File: src/rtl/pport_ctl_pkg.sv
// Package: shared offsets and constants for the parallel port control
// register file. Assumes an 11-bit offset bus and byte-wide registers.
package pport_ctl_pkg;
    localparam int          ADDR_W      = 11;
    localparam logic [10:0] OFS_CFG_A   = 11'h400;
    localparam logic [10:0] OFS_CFG_B   = 11'h401;
    localparam logic [10:0] OFS_CTL     = 11'h402;
    localparam logic [2:0]  MODE_CFG    = 3'b111;
    localparam logic [7:0]  CFG_A_VALUE = 8'h10;

    // Software-visible control fields of the main control byte.
    typedef struct packed {
        logic [2:0] mode;
        logic       fault_mask;
        logic       dma_on;
        logic       svc_flag;
    } ctl_fields_t;
endpackage

File: src/rtl/pport_fault_irq.sv
// Fault interrupt generator. Synchronises the asynchronous active-low
// fault pin and pulses for one cycle on an unmasked falling edge. It also
// pulses when software clears the mask while the synchronised pin is low.
// Assumes the pin idles high.
module pport_fault_irq #(
    parameter int SYNC_STAGES = 2
) (
    input  logic clk,
    input  logic rst_n,
    input  logic nfault_pin,
    input  logic mask_q,
    input  logic ctl_wr,
    input  logic wr_mask_val,
    output logic irq
);
    logic [SYNC_STAGES-1:0] sync_q;
    logic                   prev_q;
    logic                   pin_s;
    logic                   fall;
    logic                   unmask_low;
    logic                   irq_q;

    // Synchroniser chain, reset to the idle-high level.
    generate
        if (SYNC_STAGES == 1) begin : g_one
            always_ff @(posedge clk) begin
                if (!rst_n) sync_q <= '1;
                else        sync_q <= nfault_pin;
            end
        end else begin : g_many
            always_ff @(posedge clk) begin
                if (!rst_n) sync_q <= '1;
                else        sync_q <= {sync_q[SYNC_STAGES-2:0], nfault_pin};
            end
        end
    endgenerate

    assign pin_s      = sync_q[SYNC_STAGES-1];
    assign fall       = prev_q & ~pin_s;
    assign unmask_low = ctl_wr & mask_q & ~wr_mask_val & ~pin_s;

    // Edge history and registered one-cycle pulse.
    always_ff @(posedge clk) begin
        if (!rst_n) begin
            prev_q <= 1'b1;
            irq_q  <= 1'b0;
        end else begin
            prev_q <= pin_s;
            irq_q  <= (fall & ~mask_q) | unmask_low;
        end
    end

    assign irq = irq_q;
endmodule

File: src/rtl/pport_svc_ctl.sv
// Service flag controller. Picks the service condition from the DMA and
// direction settings, sets the sticky flag in hardware and pulses the
// service interrupt. A software write to the flag takes priority over
// the hardware set in the same cycle. It also derives FIFO full and empty.
module pport_svc_ctl #(
    parameter int DEPTH  = 16,
    parameter int WR_THR = 8,
    parameter int RD_THR = 8,
    parameter int LVL_W  = $clog2(DEPTH + 1)
) (
    input  logic             clk,
    input  logic             rst_n,
    input  logic [LVL_W-1:0] level,
    input  logic             dir,
    input  logic             tc,
    input  logic             dma_q,
    input  logic             ctl_wr,
    input  logic             wr_flag_val,
    output logic             svc_q,
    output logic             irq,
    output logic             full,
    output logic             empty
);
    logic [LVL_W-1:0] free_cnt;
    logic             cond;
    logic             flag_q;
    logic             irq_q;

    assign free_cnt = LVL_W'(DEPTH) - level;

    // Service condition selection.
    always_comb begin
        if (dma_q)    cond = tc;
        else if (dir) cond = (level >= LVL_W'(RD_THR));
        else          cond = (free_cnt >= LVL_W'(WR_THR));
    end

    // Sticky flag and one-shot interrupt.
    always_ff @(posedge clk) begin
        if (!rst_n) begin
            flag_q <= 1'b1;
            irq_q  <= 1'b0;
        end else begin
            flag_q <= ctl_wr ? wr_flag_val : (flag_q | cond);
            irq_q  <= ~ctl_wr & ~flag_q & cond;
        end
    end

    assign svc_q = flag_q;
    assign irq   = irq_q;
    assign full  = (level >= LVL_W'(DEPTH));
    assign empty = (level == '0);
endmodule

File: src/rtl/pport_rd_mux.sv
// Read path. Selects the addressed byte and registers it on the read
// strobe. The configuration bytes read as zero outside mode 111.
module pport_rd_mux
    import pport_ctl_pkg::*;
(
    input  logic              clk,
    input  logic              rst_n,
    input  logic              rd_en,
    input  logic [ADDR_W-1:0] addr,
    input  logic              cfg_mode,
    input  logic [7:0]        ctl_byte,
    input  logic              irq_line,
    output logic [7:0]        rdata
);
    logic [7:0] sel;
    logic [7:0] rdata_q;

    // Address decode of the readable bytes.
    always_comb begin
        sel = 8'h00;
        if (addr == OFS_CTL)                    sel = ctl_byte;
        else if (cfg_mode && addr == OFS_CFG_A) sel = CFG_A_VALUE;
        else if (cfg_mode && addr == OFS_CFG_B) sel = {1'b0, irq_line, 6'b0};
    end

    // Capture on the read strobe, hold otherwise.
    always_ff @(posedge clk) begin
        if (!rst_n)     rdata_q <= 8'h00;
        else if (rd_en) rdata_q <= sel;
    end

    assign rdata = rdata_q;
endmodule

File: src/rtl/pport_ctl_regs.sv
// Top of the parallel port control register file. Holds the mode, fault
// mask and DMA enable, and instantiates the fault interrupt, service flag
// and read path blocks. Assumes a single-clock bus whose strobes last
// one cycle each.
module pport_ctl_regs
    import pport_ctl_pkg::*;
#(
    parameter  int DEPTH       = 16,
    parameter  int WR_THR      = 8,
    parameter  int RD_THR      = 8,
    parameter  int SYNC_STAGES = 2,
    localparam int LVL_W       = $clog2(DEPTH + 1)
) (
    input  logic              clk,
    input  logic              rst_n,
    input  logic [ADDR_W-1:0] addr,
    input  logic [7:0]        wdata,
    input  logic              wr_en,
    input  logic              rd_en,
    output logic [7:0]        rdata,
    input  logic [LVL_W-1:0]  fifo_level,
    input  logic              xfer_dir,
    input  logic              term_count,
    input  logic              nfault_pin,
    input  logic              irq_line,
    output logic [2:0]        mode,
    output logic              dma_enable,
    output logic              fault_irq,
    output logic              svc_irq
);
    ctl_fields_t wfld;
    logic        ctl_wr;
    logic [2:0]  mode_q;
    logic        mask_q;
    logic        dma_q;
    logic        svc_q;
    logic        full;
    logic        empty;
    logic [7:0]  ctl_byte;
    logic        unused_wdata_lo;

    assign wfld            = ctl_fields_t'(wdata[7:2]);
    assign unused_wdata_lo = ^wdata[1:0];
    assign ctl_wr          = wr_en && (addr == OFS_CTL);

    // Software-owned control fields.
    always_ff @(posedge clk) begin
        if (!rst_n) begin
            mode_q <= 3'b000;
            mask_q <= 1'b1;
            dma_q  <= 1'b0;
        end else if (ctl_wr) begin
            mode_q <= wfld.mode;
            mask_q <= wfld.fault_mask;
            dma_q  <= wfld.dma_on;
        end
    end

    pport_fault_irq #(.SYNC_STAGES(SYNC_STAGES)) u_fault (
        .clk        (clk),
        .rst_n      (rst_n),
        .nfault_pin (nfault_pin),
        .mask_q     (mask_q),
        .ctl_wr     (ctl_wr),
        .wr_mask_val(wfld.fault_mask),
        .irq        (fault_irq)
    );

    pport_svc_ctl #(.DEPTH(DEPTH), .WR_THR(WR_THR), .RD_THR(RD_THR), .LVL_W(LVL_W)) u_svc (
        .clk        (clk),
        .rst_n      (rst_n),
        .level      (fifo_level),
        .dir        (xfer_dir),
        .tc         (term_count),
        .dma_q      (dma_q),
        .ctl_wr     (ctl_wr),
        .wr_flag_val(wfld.svc_flag),
        .svc_q      (svc_q),
        .irq        (svc_irq),
        .full       (full),
        .empty      (empty)
    );

    assign ctl_byte = {mode_q, mask_q, dma_q, svc_q, full, empty};

    pport_rd_mux u_rd (
        .clk     (clk),
        .rst_n   (rst_n),
        .rd_en   (rd_en),
        .addr    (addr),
        .cfg_mode(mode_q == MODE_CFG),
        .ctl_byte(ctl_byte),
        .irq_line(irq_line),
        .rdata   (rdata)
    );

    assign mode       = mode_q;
    assign dma_enable = dma_q & ~svc_q;
endmodule

File: config.mk
export PLATFORM = sky130hd
export DESIGN_NAME = pport_ctl_regs
export DESIGN_NICKNAME = d
export VERILOG_FILES = /design/src/rtl/pport_ctl_pkg.sv /design/src/rtl/pport_fault_irq.sv /design/src/rtl/pport_svc_ctl.sv /design/src/rtl/pport_rd_mux.sv /design/src/rtl/pport_ctl_regs.sv
export SDC_FILE = /design/constraint.sdc
export NUM_CORES = 1
export LEC_CHECK = 0
export ABC_AREA = 1
export ABC_CLOCK_PERIOD_IN_PS = 2800
export CORE_MARGIN = 2
export CORE_UTILIZATION = 35
export DETAILED_ROUTE_END_ITERATION = 6
export PLACE_DENSITY = 0.8
export SLEW_MARGIN = 10
export SYNTH_ARGS = -nofsm -noshare
export SYNTH_HDL_FRONTEND = slang
export SYNTH_SLANG_ARGS = --single-unit
File: constraint.sdc
create_clock -name clk -period 2.8 [get_ports clk]
set_input_delay 0.56 -clock clk [delete_from_list [all_inputs] [get_ports clk]]
set_output_delay 0.56 -clock clk [all_outputs]
set_load 0.02 [all_outputs]
==> impl_metrics.csv, run 1 <==
group,metric,value,unit
detailed_routing,dr.pass1.iters,4,
worst_setup_path,critical_path_class,"register to output port",
detailed_routing,first_iter_violations,15,
clock_network,clk_pin_slew,0.10,ns
power,power_switching,0.109,mW
yosys,yosys.area.top_type,"dfxtp_1",
yosys,yosys_warnings,0,
detailed_routing,vias,965,
sta,rsz0062_at_grt,"no",
sta,final.setup.tns,0,ns
detailed_routing,drc,0,
grt,grt_pass1_wl,3640,um
worst_setup_path,required,2.24,ns
die,die-area,3020,um2
detailed_routing,wl_per_cell,10.6,um
worst_setup_path,end_kind,"output port",
clock_network,worst_skew_pair.late_latency,0.30,ns
clock_network,cts_buffer_depth,2,
die,start_util,0.367,
finish,fillCellCount,245,
finish,n_antenna_cell,0,
clock_network,cts_setup_buffers,0,
clock_network,htreeDepth,1,
power,p_clk_frac,0.287,
power,vdd_drop_max,0.000286,V
die,rows,18,
clock_network,postCtsHoldBufs,0,
clock_network,cts_tree,"done",
sta,period_share,0.722,
yosys,synth_cell_types,19,
grt,antenna_found_initial,0,
finish,nNetsFinal,216,
finish,post-route-cell-area,1390,um2
sta,fin_skew,0.00232,ns
finish,multi_input_area,438,um2
yosys,synth_seq_cells,19,
yosys,syn_area,908,um2
clock_network,cts.sinks,19,
worst_setup_path,critical_path_buf_inv_count,2,
placement,hpwlAfterDp,1820,um
power,intPower,0.372,mW
placement,port_buffers,43,
clock_network,cts-root-buf,"clkbuf_4",
yosys,synth_area_leaders,"dfxtp_1, nand2_1, nor2_1, inv_1, nand3_1",
finish,seq_area,380,um2
grt,grt-ovfl-total,0,
yosys,seq_area_frac_synth,0.419,
sta,report.final.setup_viol,0,
power,pwr-share-comb,0.145,
finish,drive_above_1_share,0.0552,
yosys,syn-instance-count,136,
yosys,yosys.area.top_type_share,0.419,
worst_setup_path,cp_slowest_cell,"clkdlybuf4s50_1",
die,dieWidth,54.9,um
sta,slew_violations,0,
detailed_routing,ant_nets,0,
outcome,status,"finished clean",
finish,area_growth,52.8,%
sta,period_minus_slack,2.02,ns
clock_network,cts_buffers,3,
worst_setup_path,critPathLaunchType,"register",
detailed_routing,vias_per_cell,4.57,
sta,worst_slew_pin_slew,0.358,ns
sta,relSlewSlack,0.761,
power,seqPwrFrac,0.568,
sta,finalHoldViolations,0,
power,switching_share,0.227,
power,p_total,0.481,mW
clock_network,cts_resized,0,
grt,grt_max_degree,14,
worst_setup_path,arrival,1.46,ns
placement,place_area,1360,um2
worst_setup_path,path_delay_family,"buffers and inverters",
die,fp.dieH,54.9,um
sta,max_freq,0.495,GHz
worst_setup_path,worstPathCellList,"inv_1 -> nor2_1 -> clkdlybuf4s50_1",
die,core-area,2480,um2
yosys,synth_nets,170,
hold_path,hold_path.class,"register to register",
worst_setup_path,crit_fanout,4,
power,powerDensity,347,nW/um2
die,io_pins,46,
grt,grt_pass1_vias,927,
detailed_routing,wirelength,2230,um
yosys,syn_avg_cell_area,6.68,um2
worst_setup_path,max_stage_delay,0.61,ns
grt,grtUsageTotal,0.173,
flow_run,max_cap_viol_count,0,
power,leakage,0.617,nW
placement,gp_congestion,0.829,
cells in the mapped netlist:
library cell and number:
a21oi_1 7, a31oi_1 1, and3_1 2, buf_6 1
clkbuf_1 1, dfxtp_1 19, ha_1 2, inv_1 20
nand2_1 34, nand2_2 1, nand3_1 8, nand3_2 2
nand4_1 1, nor2_1 29, nor2_2 1, nor2_4 1
nor3_1 3, o21ai_0 1, or2_2 2
cell families (layout without fill, tap and decap cells):
kind of cell | after synthesis | in the layout | share of synthesized area
buffers and inverters | 22 | 67 | 0.0992
AND/OR/NAND/NOR | 84 | 84 | 0.404
adder cells (fa/ha/maj) | 2 | 2 | 0.0275
AO/OA/AOI/OAI | 9 | 9 | 0.0510
flip-flops | 19 | 19 | 0.419
metal layers:
layer / vias to the layer above / GRT usage / wire [um] / share of wire
li1: 508 / - / - / -
met1: 423 / 0.172 / 906 / 0.41
met2: 30 / 0.323 / 1130 / 0.51
met3: 4 / 0.0565 / 155 / 0.069
met4: 0 / 0.0813 / 37 / 0.017
met5: - / 0 / 0 / 0
power groups by stage:
stage	clock network (mW)	registers (mW)	logic [mW]
global route	0.154	0.274	0.0767
global placement	0	0.279	0.0672
finish	0.138	0.273	0.0697
floorplan	0	0.280	0.0191
CTS	0.143	0.273	0.0701
detailed placement	0	0.280	0.0699
cell usage in the layout, fill, tap and decap left out, drive strengths merged:
cell type	n
dfxtp	19
nand2	35
nor3	3
a31oi	1
a21oi	7
ha	2
inv	20
nand4	1
and3	2
clkdlybuf4s50	43
o21ai	1
nor2	31
or2	2
clkbuf	4
nand3	10
sequential cells by signal, summed over array words and instances (netlist names):
name,count
u_fault.prev_q,1
dma_q,1
u_rd.rdata,8
u_fault.irq,1
u_svc.svc_q,1
u_svc.irq,1
u_fault.sync_q,2
mode,3
mask_q,1
path summary, 6_finish.rpt:
kind | startpoint | endpoint | slack, ns | cells after the start
hold / removal | u_fault.sync_q[1] | u_fault.prev_q | 0.43 | 2
setup reg to reg | mode[2] | u_rd.rdata[4] | 1.81 | 6
setup / recovery | dma_q | dma_enable | 0.78 | 3
hold reg to reg | u_fault.sync_q[1] | u_fault.prev_q | 0.43 | 2
tightest hold or removal path: stages (launching register included):
cell and delay (ns):
dfxtp_1 0.32, nor2_1 0.05, inv_1 0.04
through the flow:
stage | setup WS [ns] | hold WS (ns) | utilization | cells
final | 0.779 | 0.434 | 0.560 | 211
after global routing | 0.714 | 0.461 | 0.560 | 211
after CTS | 0.768 | 0.443 | 0.560 | 211
after detailed placement | 0.675 | 0.419 | 0.549 | 207
after global placement | 0.738 | 0.403 | 0.549 | 207
after floorplan | 1.29 | 0.390 | - | 136
final cells by class:
type                    count  share of cell area
repair buffers             43               0.310
flip-flops and latches     19               0.274
inverters                  20              0.0541
multi-input cells          95               0.316
clock buffers               4              0.0189
well taps                  30              0.0271
Power figures use the tool's default switching activity.
==> inputs of run 2 (changes only) <==
- ABC_CLOCK_PERIOD_IN_PS: 2800 -> 1700
- PLACE_DENSITY: 0.8 -> 0.83
- clock period: 2.8 -> 1.7 ns (I/O delays scaled with it)
==> impl_metrics.csv, run 2 (synthesis results as in run 1) <==
group,metric,value,unit
hold_path,holdPathEnd,"u_fault.prev_q",
sta,hold_ws,0.440,ns
flow_run,max_cap_viol_count,0,
worst_setup_path,cp_slowest_cell,"clkdlybuf4s50_1",
die,dieWidth,54.9,um
finish,stdcell_count,223,
worst_setup_path,worstPathCellList,"clkdlybuf4s50_1",
sta,max_freq,0.620,GHz
clock_network,cts.sinks,19,
die,die-area,3020,um2
die,fp.dieH,54.9,um
sta,fin_skew,0.00124,ns
clock_network,cts_buffer_depth,2,
power,vdd_drop_max,0.000329,V
detailed_routing,dr.pass1.iters,4,
clock_network,cts-root-buf,"clkbuf_4",
finish,area_growth,63.8,%
finish,drive_above_1_share,0.124,
hold_path,hold_path.class,"register to register",
placement,dp_slack,-0.199,ns
outcome,status,"finished clean",
finish,post-route-cell-area,1490,um2
detailed_routing,vias_per_cell,4.64,
die,core-area,2480,um2
hold_path,min_from,"u_fault.sync_q[1]",
die,rows,18,
worst_setup_path,path_delay_family,"buffers and inverters",
clock_network,clk_pin_slew,0.11,ns
sta,relSlewSlack,0.841,
worst_setup_path,r2r_start,"mode[2]",
worst_setup_path,arrival,1.27,ns
worst_setup_path,reg2reg_depth,6,
grt,grt_max_degree,12,
finish,largest_reg_flops,8,
sta,layout_setup_ws,0.0881,ns
power,powerDensity,545,nW/um2
grt,grtUsageTotal,0.179,
detailed_routing,wl_per_cell,11.0,um
worst_setup_path,crit_fanout,2,
detailed_routing,ant_nets,0,
grt,grt_pass1_wl,3900,um
worst_setup_path,r2r-end,"u_rd.rdata[4]",
sta,period_minus_slack,1.61,ns
placement,place_area,1450,um2
worst_setup_path,max_stage_delay,0.62,ns
sta,slew_violations,0,
grt,grt_pass1_vias,979,
detailed_routing,first_iter_violations,26,
sta,worst_slew_pin_slew,0.238,ns
clock_network,cts_setup_buffers,0,
worst_setup_path,critical_path_class,"register to output port",
clock_network,cts_tree,"done",
power,p_total,0.810,mW
hold_path,hold_depth,2,
worst_setup_path,critical_path_buf_inv_count,1,
worst_setup_path,required,1.36,ns
die,io_pins,46,
finish,final_cell_mix,"clkdlybuf4s50_1, nand2_1, nor2_1",
worst_setup_path,critPathLaunchType,"register",
placement,dpl.cell_count,219,
clock_network,htreeDepth,1,
placement,gp_congestion,0.955,
finish,fin_util,0.601,
sta,final.setup.tns,0,ns
power,leakage,0.722,nW
clock_network,cts_buffers,3,
finish,layout_commonest_cell,"clkdlybuf4s50_1",
sta,report.final.setup_viol,0,
placement,hpwlAfterDp,2050,um
finish,n_antenna_cell,0,
finish,nNetsFinal,228,
detailed_routing,drc,0,
die,start_util,0.367,
detailed_routing,vias,1034,
placement,port_buffers,43,
clock_network,worst_skew_pair.late_latency,0.29,ns
worst_setup_path,end_kind,"output port",
sta,rsz0062_at_grt,"no",
grt,grt-ovfl-total,0,
grt,antenna_found_initial,0,
detailed_routing,wirelength,2450,um
worst_setup_path,r2r_slack,0.66,ns
sta,finalHoldViolations,0,
sta,period_share,0.948,
run 2: cell count changes in the layout (fill, tap and decap cells not counted), sizes merged:
cell           change
clkdlybuf4s50      -3
clkbuf             -1
dlymetal6s2s       +2
buf               +12
clkinv             +1
dlygate4sd2        +1
run 2: cell type report:
class / count / area (um2)
tap: 30 / 37.5
fill: 232 / 990
clock buffer: 3 / 22.5
multi-input combinational: 95 / 443
inverter: 20 / 75.1
timing repair buffer: 55 / 524
sequential: 19 / 380
clock inverter: 1 / 5.00
run 2: worst max path at each step:
stage / endpoint / start / slack [ns] / cells after the start
floorplan: u_svc.svc_q / fifo_level[2] / 0.41 / 11
global placement: u_svc.svc_q / fifo_level[3] / -0.13 / 12
detailed placement: u_svc.svc_q / fifo_level[3] / -0.20 / 12
CTS: mode[0] / mode[0] / 0.03 / 1
global route: u_svc.svc_q / fifo_level[3] / 0.03 / 12
finish: rdata[7] / u_rd.rdata[7] / 0.09 / 1
run 2: metal layers:
metal	vias to the layer above	track usage	wire, um
li1	531	-	-
met1	466	0.201	1030
met2	31	0.331	1250
met3	6	0.0242	103
met4	0	0.0813	67
met5	-	0	0
run 2: what timing repair did:
action / in CTS / in global routing
pin swaps: 0 / 0
hold buffers: 0 / 0
endpoints found under the setup margin: 1 / 3
resized for setup: 1 / 3
cloned: 0 / 0
run 2: power by group:
group / switching (mW) / total [mW] / internal, mW / leakage, nW
Clock: 0.139 / 0.227 / 0.0874 / 0.0177
Combinational: 0.0471 / 0.133 / 0.0859 / 0.550
Sequential: 0.00145 / 0.450 / 0.449 / 0.154
Total: 0.188 / 0.810 / 0.622 / 0.722
==> inputs of run 3 (changes only) <==
- PLACE_DENSITY: 0.83 -> 0.73
==> impl_metrics.csv, run 3 (synthesis results as in run 1) <==
group,metric,value,unit
outcome,status,"finished clean",
worst_setup_path,crit_fanout,2,
clock_network,htreeDepth,1,
sta,fin_skew,0.00428,ns
die,fp.dieH,54.9,um
finish,largest_reg_flops,8,
detailed_routing,wl_per_cell,10.2,um
finish,n_antenna_cell,0,
clock_network,worst_skew_pair.late_latency,0.29,ns
worst_setup_path,required,1.36,ns
sta,worst_slew_pin_slew,0.259,ns
sta,report.final.setup_viol,0,
grt,grt-ovfl-total,0,
flow_run,max_cap_viol_count,0,
sta,relSlewSlack,0.827,
sta,rsz0062_at_grt,"no",
sta,period_share,0.944,
worst_setup_path,arrival,1.26,ns
worst_setup_path,worstPathCellList,"clkdlybuf4s50_1",
worst_setup_path,critical_path_buf_inv_count,1,
detailed_routing,dr.pass1.iters,4,
finish,drive_above_1_share,0.114,
finish,nNetsFinal,228,
grt,grt_max_degree,12,
sta,finalHoldViolations,0,
detailed_routing,vias_per_cell,4.56,
hold_path,hold_path.class,"register to register",
power,powerDensity,544,nW/um2
grt,grt_pass1_wl,3590,um
power,vdd_drop_max,0.000418,V
grt,antenna_found_initial,0,
die,io_pins,46,
worst_setup_path,reg2reg_depth,6,
die,core-area,2480,um2
placement,port_buffers,43,
placement,gp_congestion,0.744,
worst_setup_path,r2r_slack,0.71,ns
sta,slew_violations,0,
clock_network,postCtsHoldBufs,0,
worst_setup_path,critPathLaunchType,"register",
detailed_routing,wirelength,2280,um
worst_setup_path,cp_slowest_cell,"clkdlybuf4s50_1",
worst_setup_path,r2r-end,"u_rd.rdata[4]",
worst_setup_path,end_kind,"output port",
grt,grt_pass1_vias,890,
finish,layout_commonest_cell,"clkdlybuf4s50_1",
die,dieWidth,54.9,um
sta,period_minus_slack,1.60,ns
detailed_routing,first_iter_violations,10,
hold_path,holdPathEnd,"u_fault.prev_q",
clock_network,cts-root-buf,"clkbuf_4",
worst_setup_path,r2r_start,"mode[2]",
die,rows,18,
worst_setup_path,critical_path_class,"register to output port",
clock_network,cts_buffer_depth,2,
clock_network,clk_pin_slew,0.11,ns
detailed_routing,ant_nets,0,
worst_setup_path,max_stage_delay,0.61,ns
clock_network,cts_tree,"done",
clock_network,cts.sinks,19,
detailed_routing,vias,1016,
detailed_routing,drc,0,
die,start_util,0.367,
sta,hold_ws,0.422,ns
sta,max_freq,0.623,GHz
finish,final_cell_mix,"clkdlybuf4s50_1, nand2_1, nor2_1",
grt,grtUsageTotal,0.167,
clock_network,cts_buffers,3,
hold_path,hold_depth,2,
sta,final.setup.tns,0,ns
power,leakage,0.718,nW
finish,area_growth,63.1,%
worst_setup_path,path_delay_family,"buffers and inverters",
hold_path,min_from,"u_fault.sync_q[1]",
die,die-area,3020,um2
placement,hpwlAfterDp,1860,um
clock_network,cts_setup_buffers,0,
==> run 3: where the power goes <==
part	leakage [nW]	switching, mW	internal, mW
Clock	0.0150	0.133	0.0912
Sequential	0.154	0.00114	0.449
Combinational	0.550	0.0459	0.0857
==> run 3: worst max-delay path by stage <==
stage,from,end,slack [ns],cells past startpoint
after global placement,fifo_level[3],u_svc.svc_q,-0.12,12
after CTS,mode[0],mode[0],0.03,1
after floorplan,fifo_level[2],u_svc.svc_q,0.41,11
after detailed placement,fifo_level[3],u_svc.svc_q,-0.20,12
after global routing,fifo_level[3],u_svc.svc_q,0.001,12
final,u_rd.rdata[2],rdata[2],0.1,1
==> run 3: timing repair <==
| action | CTS | global route |
|---|---|---|
| gates resized for setup | 1 | 2 |
| gates cloned | 0 | 0 |
| setup endpoints to repair | 1 | 2 |
==> run 3: routing by layer <==
layer / vias up / wire length (um) / GRT usage
li1: 532 / - / -
met1: 451 / 960 / 0.191
met2: 31 / 1170 / 0.306
met3: 2 / 142 / 0.0323
met4: 0 / 10 / 0.0610
met5: - / 0 / 0
==> run 3: tightest hold or removal path: cells and delay by family (launching register included) <==
kind	cells	cell delay, ns
DFF	1	0.32
and+or+nand+nor	1	0.04
buffers and inverters	1	0.04
==> run 3: cell type report <==
| class | count | area (um2) |
|---|---|---|
| Multi-Input combinational cell | 95 | 438 |
| Sequential cell | 19 | 380 |
| Tap cell | 30 | 37.5 |
| Timing Repair Buffer | 55 | 524 |
| Clock buffer | 4 | 26.3 |
| Fill cell | 246 | 996 |
| Inverter | 20 | 75.1 |
==> run 3: metrics by stage <==
step / util / area [um2] / instances / power (mW) / setup WS [ns]
final: 0.598 / 1480 / 223 / 0.806 / 0.0953
after global routing: 0.598 / 1480 / 223 / 0.845 / 0.00128
after CTS: 0.596 / 1480 / 223 / 0.815 / 0.0286
after detailed placement: 0.586 / 1450 / 219 / 0.592 / -0.196
after global placement: 0.586 / 1450 / 219 / 0.588 / -0.121
after floorplan: - / 908 / 136 / 0.493 / 0.413
